## src/rtl/id_tx_pkg.sv

```systemverilog
package id_tx_pkg;
  typedef enum logic [0:0] {ST_INIT, ST_RUN} tx_state_e;
  localparam int unsigned ROM_STEP = 29;
endpackage

```

## src/rtl/id_tx_edge_sync.sv

```systemverilog
module id_tx_edge_sync #(
  parameter int unsigned STAGES = 2
) (
  input  logic clk_i,
  input  logic rst_ni,
  input  logic async_i,
  output logic rise_o
);
  // q[STAGES-1] is the synchronized level, q[STAGES] its previous value
  logic [STAGES:0] q;

  always_ff @(posedge clk_i or negedge rst_ni) begin
    if (!rst_ni) q <= '0;
    else         q <= {q[STAGES-1:0], async_i};
  end

  assign rise_o = q[STAGES-1] & ~q[STAGES];
endmodule

```

## src/rtl/id_tx_rom.sv

```systemverilog
module id_tx_rom #(
  parameter int unsigned ADDR_W = 7,
  parameter int unsigned DATA_W = 8,
  parameter logic [7:0]  SEED   = 8'h3C
) (
  input  logic              clk_i,
  input  logic              rst_ni,
  input  logic [ADDR_W-1:0] addr_i,
  output logic [DATA_W-1:0] data_o
);
  import id_tx_pkg::*;

  function automatic logic [DATA_W-1:0] table_byte(input logic [ADDR_W-1:0] a);
    int unsigned v;
    v = int'(a) * ROM_STEP + int'(SEED);
    return DATA_W'(v);
  endfunction

  always_ff @(posedge clk_i or negedge rst_ni) begin
    if (!rst_ni) data_o <= '0;
    else         data_o <= table_byte(addr_i);
  end
endmodule

```

## src/rtl/id_tx_seq.sv

```systemverilog
module id_tx_seq #(
  parameter int unsigned ADDR_W     = 7,
  parameter int unsigned DATA_W     = 8,
  parameter int unsigned INIT_EDGES = 9
) (
  input  logic              clk_i,
  input  logic              rst_ni,
  input  logic              rise_i,
  input  logic              enable_i,
  input  logic [DATA_W-1:0] rd_data_i,
  output logic [ADDR_W-1:0] rd_addr_o,
  output logic              sda_o,
  output logic              oe_o,
  output logic [$clog2(DATA_W+1)-1:0] bit_idx_o,
  output logic              running_o
);
  import id_tx_pkg::*;

  localparam int unsigned BIT_W  = $clog2(DATA_W + 1);
  localparam int unsigned INIT_W = $clog2(INIT_EDGES + 1);
  localparam logic [BIT_W-1:0]  NULL_IDX = BIT_W'(DATA_W);
  localparam logic [BIT_W-1:0]  TOP_IDX  = BIT_W'(DATA_W - 1);
  localparam logic [INIT_W-1:0] LAST_INIT = INIT_W'(INIT_EDGES - 1);

  tx_state_e          state_q;
  logic [INIT_W-1:0]  init_cnt_q;
  logic [BIT_W-1:0]   bit_q;
  logic [ADDR_W-1:0]  ptr_q;
  logic               sda_q, oe_q;

  always_ff @(posedge clk_i or negedge rst_ni) begin
    if (!rst_ni) begin
      state_q    <= ST_INIT;
      init_cnt_q <= '0;
      bit_q      <= '0;
      ptr_q      <= '0;
      sda_q      <= 1'b1;
      oe_q       <= 1'b0;
    end else if (!enable_i) begin
      sda_q <= 1'b1;
      oe_q  <= 1'b0;
    end else if (rise_i) begin
      unique case (state_q)
        ST_INIT: begin
          init_cnt_q <= init_cnt_q + 1'b1;
          if (init_cnt_q == LAST_INIT) state_q <= ST_RUN;
        end
        ST_RUN: begin
          if (bit_q == NULL_IDX) begin
            // release for the null slot; advancing ptr fetches the next byte
            sda_q <= 1'b1;
            oe_q  <= 1'b0;
            bit_q <= '0;
            ptr_q <= ptr_q + 1'b1;
          end else begin
            sda_q <= rd_data_i[TOP_IDX - bit_q];
            oe_q  <= 1'b1;
            bit_q <= bit_q + 1'b1;
          end
        end
        default: state_q <= ST_INIT;
      endcase
    end
  end

  assign rd_addr_o = ptr_q;
  assign sda_o     = sda_q;
  assign oe_o      = oe_q;
  assign bit_idx_o = bit_q;
  assign running_o = (state_q == ST_RUN);
endmodule

```

## src/rtl/id_tx_serializer.sv

```systemverilog
module id_tx_serializer #(
  parameter int unsigned ADDR_W     = 7,
  parameter int unsigned DATA_W     = 8,
  parameter int unsigned INIT_EDGES = 9,
  parameter int unsigned SYNC_STAGES = 2,
  parameter logic [7:0]  SEED       = 8'h3C
) (
  input  logic clk_i,
  input  logic rst_ni,
  input  logic enable_i,
  input  logic tclk_i,
  output logic sda_o,
  output logic sda_oe_o
);
  localparam int unsigned BIT_W = $clog2(DATA_W + 1);

  logic              tclk_rise;
  logic [ADDR_W-1:0] rd_addr;
  logic [DATA_W-1:0] rd_data;
  logic [BIT_W-1:0]  bit_idx;
  logic              running;

  id_tx_edge_sync #(.STAGES(SYNC_STAGES)) i_sync (
    .clk_i   (clk_i),
    .rst_ni  (rst_ni),
    .async_i (tclk_i),
    .rise_o  (tclk_rise)
  );

  id_tx_rom #(.ADDR_W(ADDR_W), .DATA_W(DATA_W), .SEED(SEED)) i_rom (
    .clk_i  (clk_i),
    .rst_ni (rst_ni),
    .addr_i (rd_addr),
    .data_o (rd_data)
  );

  id_tx_seq #(.ADDR_W(ADDR_W), .DATA_W(DATA_W), .INIT_EDGES(INIT_EDGES)) i_seq (
    .clk_i     (clk_i),
    .rst_ni    (rst_ni),
    .rise_i    (tclk_rise),
    .enable_i  (enable_i),
    .rd_data_i (rd_data),
    .rd_addr_o (rd_addr),
    .sda_o     (sda_o),
    .oe_o      (sda_oe_o),
    .bit_idx_o (bit_idx),
    .running_o (running)
  );
endmodule

```

## config.mk

```make
export PLATFORM = sky130hd
export DESIGN_NAME = id_tx_serializer
export DESIGN_NICKNAME = d
export VERILOG_FILES = /design/src/rtl/id_tx_pkg.sv /design/src/rtl/id_tx_edge_sync.sv /design/src/rtl/id_tx_rom.sv /design/src/rtl/id_tx_seq.sv /design/src/rtl/id_tx_serializer.sv
export SDC_FILE = /design/constraint.sdc
export NUM_CORES = 1
export LEC_CHECK = 0
export ABC_AREA = 1
export CAP_MARGIN = 40
export CORE_ASPECT_RATIO = 0.8
export CORE_UTILIZATION = 33
export DETAILED_ROUTE_END_ITERATION = 10
export GPL_TIMING_DRIVEN = 0
export HOLD_SLACK_MARGIN = 0.08
export PLACE_DENSITY_LB_ADDON = 0.12
export SLEW_MARGIN = 20
export SYNTH_ARGS = -nofsm -noshare
export SYNTH_HDL_FRONTEND = slang
export SYNTH_SLANG_ARGS = --single-unit
```

## constraint.sdc

```tcl
create_clock -name clk_i -period 4.8 [get_ports clk_i]
set_clock_uncertainty 0.1 [all_clocks]
set_input_delay 0.96 -clock clk_i [delete_from_list [all_inputs] [get_ports clk_i]]
set_output_delay 0.96 -clock clk_i [all_outputs]
set_load 0.05 [all_outputs]
```

Word-level counts from Yosys, hierarchy flattened
Cells that the tools add are included.
{"block": "totals", "ff_bits": 29, "out_inout_bits": 2, "elab_cells": 40}
{"block": "classes", "addsub": 5, "multipliers": 1, "order_cmp": 1, "eq_ne": 4, "mux": 13, "bitwise": 3, "reduce_logical": 5}
{"operator": "$mux W1", "n": 11}
{"operator": "$add A4 B1 Y4 const B", "n": 2}
{"operator": "$add A8 B6 Y8 const B", "n": 1}
{"operator": "$eq A4 B4 Y1 const B", "n": 2}
{"operator": "$mul A7 B5 Y8 const B", "n": 1}
{"operator": "$add A7 B1 Y7 const B", "n": 1}
{"operator": "$reduce_and A3 Y1", "n": 2}
{"operator": "$lt A4 B4 Y1 const B", "n": 1}
{"operator": "$mux W4", "n": 1}
{"operator": "$ne A2 B1 Y1 const B", "n": 2}
{"operator": "$reduce_and A2 Y1", "n": 2}
{"operator": "$reduce_and A4 Y1", "n": 1}
{"operator": "$sub A3 B4 Y4 const A", "n": 1}
{"operator": "$bmux W1 S3", "n": 1}
{"operator": "$not A1 Y1", "n": 2}
{"operator": "$and A1 B1 Y1", "n": 1}

Longest topological paths before layout
Gate-level depths: netlist (run 1).
{"block": "logic_depth", "ltp_word": 7, "mapped_depth": 15, "depth_no_buf": 15}

Cells and area by module
A second synthesis (run 1) with hierarchy kept.
{"block": "unflattened", "hier_cells": 197, "hier_area_um2": 1762.9}
{"module": "id_tx_seq", "n_inst": 1, "cells_each": 110, "area_each_um2": 939.7}
{"module": "id_tx_rom", "n_inst": 1, "cells_each": 82, "area_each_um2": 738.2}
{"module": "id_tx_edge_sync", "n_inst": 1, "cells_each": 5, "area_each_um2": 85.1}

Worst setup path before layout (run 1)
OpenSTA, ideal clock, no wires.
{"block": "synth_timing", "kind": "reg-to-reg", "from": "register i_seq.ptr_q[2], in the netlist i_seq.rd_addr_o[2]", "to": "register i_rom.data_o[7]", "setup_ps": 116, "arrival_ps": 2837, "setup_slack_ps": 1746, "stages_incl_launch_ff": 13, "path_buffers": 0, "period_less_slack_ps": 3054, "cell_sequence": "dfrtp_1 -> fa_1 -> fa_1 -> inv_1 -> fa_1 -> inv_1 -> ha_1 -> a21oi_1 -> nand3b_1 -> nand2_1 -> inv_1 -> nand2_1 -> nand2_1"}
{"block": "synth_via", "elab_chain_cells": 2}
{"item": "start: declaration", "line_no": "id_tx_seq.sv:28", "source": "logic [ADDR_W-1:0] ptr_q;"}
{"item": "start signal: assignment", "line_no": "id_tx_seq.sv:54", "source": "ptr_q <= ptr_q + 1'b1;"}
{"item": "$mul A7 B5 Y8", "line_no": "id_tx_rom.sv:15", "source": "v = int'(a) * ROM_STEP + int'(SEED);"}
{"item": "$add A8 B6 Y8", "line_no": "id_tx_rom.sv:15"}
{"item": "end signal: assignment", "line_no": "id_tx_rom.sv:21", "source": "else data_o <= table_byte(addr_i);"}
{"item": "end: declaration", "line_no": "id_tx_rom.sv:9", "source": "output logic [DATA_W-1:0] data_o"}
No other way between the ends.
A chain may end at the register's enable or synchronous reset.

Worst setup path in the final report (run 1)
Ends and elaborated chain as after synthesis.

==> impl_results.md, run 1 <==
- CTS tree: built
- M3 GR Usage: 0.0398
- Hold Startpoint: i_sync.q[0]
- Number of fill cells: just over 500
- Clock Latency Late Sink: 0.27 ns
- Crit path kind: flip-flop to flip-flop
- R2R Path Start: i_seq.rd_addr_o[2]
- First-pass detailed-route iteration total: 4
- Port Buffers: 5
- Tot Pwr: approximately 1.2 mW
- Synth Area per Inst: 9.63 sq um
- Met1 GRT Util: 0.162
- Startpoint types: flip-flop
- WL final: 2950 um
- Max Freq: 0.307 GHz
- Layout cells sized above 1: 0.0758
- Number of global-route vias before repair: 1161
- HP Class: flip-flop to flip-flop
- Fin Setup TNS: 0 ns
- CTS Buffer Depth: 2
- DRC: 0
- Worst Path Max Fanout: 7
- Min Clock Period, post-route: about 3.3 ns
- CTS root buf: clkbuf_8
- Max-cap violation count: 0
- Post-DR vias/cell: 4.46
- Critical path origin: i_seq.rd_addr_o[2]
- Status: finished, final reports clean
- Synth warnings: 0
- Worst VDD drop: 0.189 mV
- CP Capture Type: flip-flop
- Depth of the worst hold-timing path: 0
- Seq cells post-synth: 29
- Post-synth top area share: 0.391
- PD cells: 608 mW/mm^2
- DRT antenna net count: 0
- Post-Syn Instances: 186
- DIE AREA: roughly 0.0057 sq mm
- Final Hold Viols: 0
- Slew @ Worst Pin: 0.643 ns
- Final setup violation count: 0
- Growth of design area from synthesis to finish: 11.7%
- Slew HR: 0.571
- Via Count: 1159
- Post-detailed-placement half-perimeter wirelength: 2320 um
- Post-route cell area: about 0.0020 sq mm
- DR WL/cell: around 11 um
- Number of buffers created by CTS: 5
- Die Span Y: 67.9 um
- Unrepaired setup endpoints after global routing: no
- Mapped Area: 0.00179 sq mm
- GRT busiest layer: met2
- Netlist cell types: 21
- Initial core utilization: 0.350
- Initial antenna violation count: 0
- Post_cts resized: 0
- N_diodes: 0
- GRT Residual Overflow: 0
- Initial DRC count: 59
- First-pass GRT wire length: 5180 um
- DP Area: 0.00191 sq mm
- CTS H-Tree Depth: 2
- Net count after synthesis: 216
- Largest net degree at the start of global routing: 30
- # hold bufs at CTS: 0
- Top area cells in the synthesized netlist: dfrtp_1, ha_1, fa_1
- Fin nets: 228
- Overall routing resource usage: 0.120
- FP Rows: 23
- # Post-CTS Setup Buffers: 0
- Post-synthesis sequential area ratio: 0.406
- Num Clock Sinks: 29
- Final Max Tran Viols: 0
- Final period util: 0.678
- Met2 usage: 0.181
- Final GP Congestion: 0.729
- Clock transition at path regs: 0.06 ns
- LEAKAGE: around 1.0 nW
- I/O pin count: 6
- Horiz. Die Dim: around 84 um
- Worst Path Arrival: 3.30 ns
- Worst EP required: 4.85 ns
- FF-to-FF path depth: 12
- Core area: 0.00512 sq mm
- Hold_ws: 0.250 ns
- Yosys top cell by area: dfrtp_1
## synthesized netlist by cell type, drive strengths merged
| cell | instances |
|---|---|
| inv | 38 |
| o21ai | 8 |
| nand2b | 1 |
| nor2 | 6 |
| a21oi | 4 |
| nand3b | 2 |
| dfrtp | 28 |
| ha | 18 |
| fa | 8 |
| nand3 | 19 |
| dfstp | 1 |
| nor3 | 1 |
| nand4 | 4 |
| nand2 | 34 |
| xnor2 | 5 |
| xor2 | 9 |
## registers in the layout (all words and copies together), names as in the netlist
name              flops
i_seq.oe_o            1
i_seq.rd_addr_o       7
i_sync.q              3
i_seq.sda_o           1
i_rom.data_o          8
i_seq.init_cnt_q      4
i_seq.running_o       1
i_seq.bit_idx_o       4
## placed cells by master (no fill, tap or decap)
cell,count
nor2_2,1
nor3_2,1
clkbuf_8,6
xor2_1,9
nor2_1,3
inv_1,37
nand3_1,17
clkbuf_1,1
buf_2,1
nand2b_1,1
clkdlybuf4s50_1,4
xnor2_1,5
nor2_4,1
o21ai_0,8
inv_2,1
nand4_1,4
dfrtp_1,28
nor2_8,1
a21oi_1,4
nand3_4,2
dfstp_2,1
nand3b_1,2
ha_1,18
fa_1,8
nand2_1,34
## critical path, stage by stage (launching register included)
cell and delay, ns:
dfrtp_1 0.49, fa_1 0.54, fa_1 0.51, inv_1 0.05, fa_1 0.53, inv_1 0.05
ha_1 0.33, a21oi_1 0.19, nand3b_1 0.10, nand2_1 0.09, inv_1 0.04, nand2_1 0.05
nand2_1 0.06
## metrics by stage
step,cells,utilization,setup WS (ns)
global route,260,0.390,1.36
finish,260,0.390,1.55
floorplan,186,-,1.75
detailed placement,253,0.373,1.55
CTS,260,0.390,1.53
global placement,253,0.374,1.53
## worst paths after layout
path | slack [ns] | end
worst min-delay path | 0.25 | i_sync.q[1]
min in group asynchronous | 0.61 | i_seq.bit_idx_o[1]
worst max register to register | 1.55 | i_rom.data_o[7]
worst max-delay path | 1.55 | i_rom.data_o[7]
worst min register to register | 0.25 | i_sync.q[1]
max in group asynchronous | 3.57 | i_rom.data_o[7]
## where the power goes
| part | internal, mW | switching (mW) | leakage (nW) |
|---|---|---|---|
| combinational | 0.273 | 0.361 | 0.652 |
| clock | 0.113 | 0.0852 | 0.0443 |
| sequential | 0.322 | 0.0601 | 0.343 |
## logic make-up (layout without fill, tap and decap cells)
kind of cell | after synthesis | count (layout) | synth area share
simple gates | 67 | 67 | 0.197
xor+xnor | 14 | 14 | 0.0685
compound gates | 12 | 12 | 0.0335
flops | 29 | 29 | 0.406
fa+ha+maj | 26 | 26 | 0.215
buf+inv | 38 | 50 | 0.0797
## final cells by class
class	instances	area [sq um]	area share
clock buffers	7	86.3	0.0432
multi-input cells	119	921	0.461
well taps	62	77.6	0.0388
inverters	38	143	0.0713
flip-flops and latches	29	727	0.364
repair buffers	5	45.0	0.0225
## routing by layer
layer  wire length [um]  share of wire
met1               1570           0.53
met2               1270           0.43
met3                 79          0.027
met4                 32          0.011
met5                  0              0
No activity file was read; power rests on OpenSTA's default activity.
==> run 2, diff against run 1 <==
clock period = 3.25 ns   (was 4.8 ns; I/O delays follow)
==> run 2 against run 1 <==
Count of clock-buffer cells in the layout unchanged. Cell area rose by 3.6%. Final cell count rose by 2.7%. Critical path depth unchanged. Via count is 2.7% higher. Non-clock buffer count increased by 7. Worst hold slack is essentially flat. Sequential power grew 47%. First-iteration DRC count rose by 15%. Core utilization up 1.4 points. Highest routed layer unchanged.
==> impl_results.md, run 2 (synthesis gave the netlist of run 1 again) <==
- Status: finished, final reports clean
- Most common cell after layout, fill and taps aside: inv_1
- HP Class: flip-flop to flip-flop
- CTS tree: built
- Die Span Y: 67.9 um
- CTS H-Tree Depth: 2
- Max-cap violation count: 0
- Final Max Tran Viols: 0
- Min Clock Period, post-route: 3.07 ns
- Hold_ws: 0.250 ns
- Worst Path Arrival: ~3.1 ns
- Fin Setup TNS: 0 ns
- Fin nets: 235
- Biggest register: i_rom.data_o
- PD cells: ~900 mW/mm^2
- Initial antenna violation count: 0
- CTS Buffer Depth: 2
- FP Rows: 23
- Post-detailed-placement half-perimeter wirelength: roughly 2300 um
- Unrepaired setup endpoints after global routing: no
- Worst Path Max Fanout: 6
- LEAKAGE: approximately 1.1 nW
- N_diodes: 0
- WP buf/inv: 3
- Clock Latency Late Sink: 0.27 ns
- Startpoint types: flip-flop
- CTS root buf: clkbuf_8
- Number of global-route vias before repair: 1161
- Layout cells sized above 1: 0.127
- I/O pin count: 6
- DR WL/cell: 11.4 um
- WL final: 3040 um
- Most frequent cells in the layout: inv_1, nand2_1, dfrtp_1
- Via Count: 1190
- Slowest-stage cell, CP: fa_1
- Horiz. Die Dim: 84.4 um
- Worst EP required: 3.30 ns
- Core Util, Final: 0.404
- Slew @ Worst Pin: 0.640 ns
- Final period util: 0.943
- DRC: 0
- Growth of design area from synthesis to finish: 15.7%
- Top cell family by delay on the critical path: adder cells
- DRT antenna net count: 0
- First-pass GRT wire length: 5180 um
- # hold bufs at CTS: 0
- Max Freq: 0.326 GHz
- Crit path kind: flip-flop to flip-flop
- Largest register FFs: 8
- Core area: 0.00512 sq mm
- Final setup violation count: 0
- Overall routing resource usage: 0.120
- Delay of the slowest cell on the worst path: 0.53 ns
- Final Hold Viols: 0
- First-pass detailed-route iteration total: 4
- Number of buffers created by CTS: 5
- Largest net degree at the start of global routing: 30
- Initial core utilization: 0.350
- Post-DR vias/cell: 4.46
- Initial DRC count: 68
- Num Clock Sinks: 29
- GRT Residual Overflow: 0
- Worst VDD drop: 0.283 mV
- Port Buffers: 5
- CP Capture Type: flip-flop
- Number of fill cells: 505
- Final GP Congestion: 0.729
- DIE AREA: about 0.0057 sq mm
- Worst path cell trace: fa_1 > fa_1 > inv_1 > fa_1 > inv_1 > ha_4 > a21oi_2 > nand3b_1 > nand2_1 > inv_1 > nand2_1 > nand2_1
- Slew HR: 0.574
- Clock transition at path regs: around 0.060 ns
-- run 2: worst reg2reg max path, cell delays in order, from the launching register on --
cell      delay, ns
dfrtp_2        0.46
fa_1           0.49
fa_1           0.51
inv_1          0.05
fa_1           0.53
inv_1          0.07
ha_4           0.26
a21oi_2        0.15
nand3b_1       0.09
nand2_1        0.09
inv_1          0.04
nand2_1        0.05
nand2_1        0.06
-- run 2: path summary, 6_finish.rpt --
kind / start / slack, ns / endpoint / cells after the start
max reg2reg: i_seq.rd_addr_o[3] / 0.18 / i_rom.data_o[7] / 12
max in group asynchronous: rst_ni / 2.30 / i_seq.rd_addr_o[3] / 1
min reg2reg: i_sync.q[0] / 0.25 / i_sync.q[1] / 0
min: i_sync.q[0] / 0.25 / i_sync.q[1] / 0
max: i_seq.rd_addr_o[3] / 0.18 / i_rom.data_o[7] / 12
min in group asynchronous: rst_ni / 0.30 / i_seq.bit_idx_o[1] / 1
-- run 2: layout make-up --
class	instances	area (sq um)	share of cell area
multi-input cells	119	937	0.453
flip-flops and latches	29	729	0.352
inverters	38	143	0.0689
repair buffers	12	97.6	0.0471
clock buffers	7	86.3	0.0417
well taps	62	77.6	0.0375
-- run 2: repair_timing --
item                       in CTS  in global routing
setup buffers                   0                  7
setup endpoints to repair       1                  1
resized for setup               1                  3
pin swaps                       0                  0
-- run 2: per-stage QoR --
stage	setup WS [ns]	cell area, sq um	std cells	power, mW
CTS	0.00969	2000	260	1.84
detailed placement	0.00335	1910	253	1.53
global route	0.0330	2070	267	2.11
floorplan	0.196	1790	186	1.32
global placement	-0.0220	1920	253	1.52
finish	0.184	2070	267	1.88
-- run 2: where the power goes --
| part | switching (mW) | internal, mW |
|---|---|---|
| clock | 0.126 | 0.168 |
| sequential | 0.0870 | 0.477 |
| combinational | 0.568 | 0.455 |
-- run 2: routing by layer --
layer	track usage	vias up	share of wire
met5	0	-	0
met4	0.0424	0	0.011
met3	0.0398	5	0.026
met2	0.181	6	0.43
met1	0.162	559	0.53
li1	-	620	-
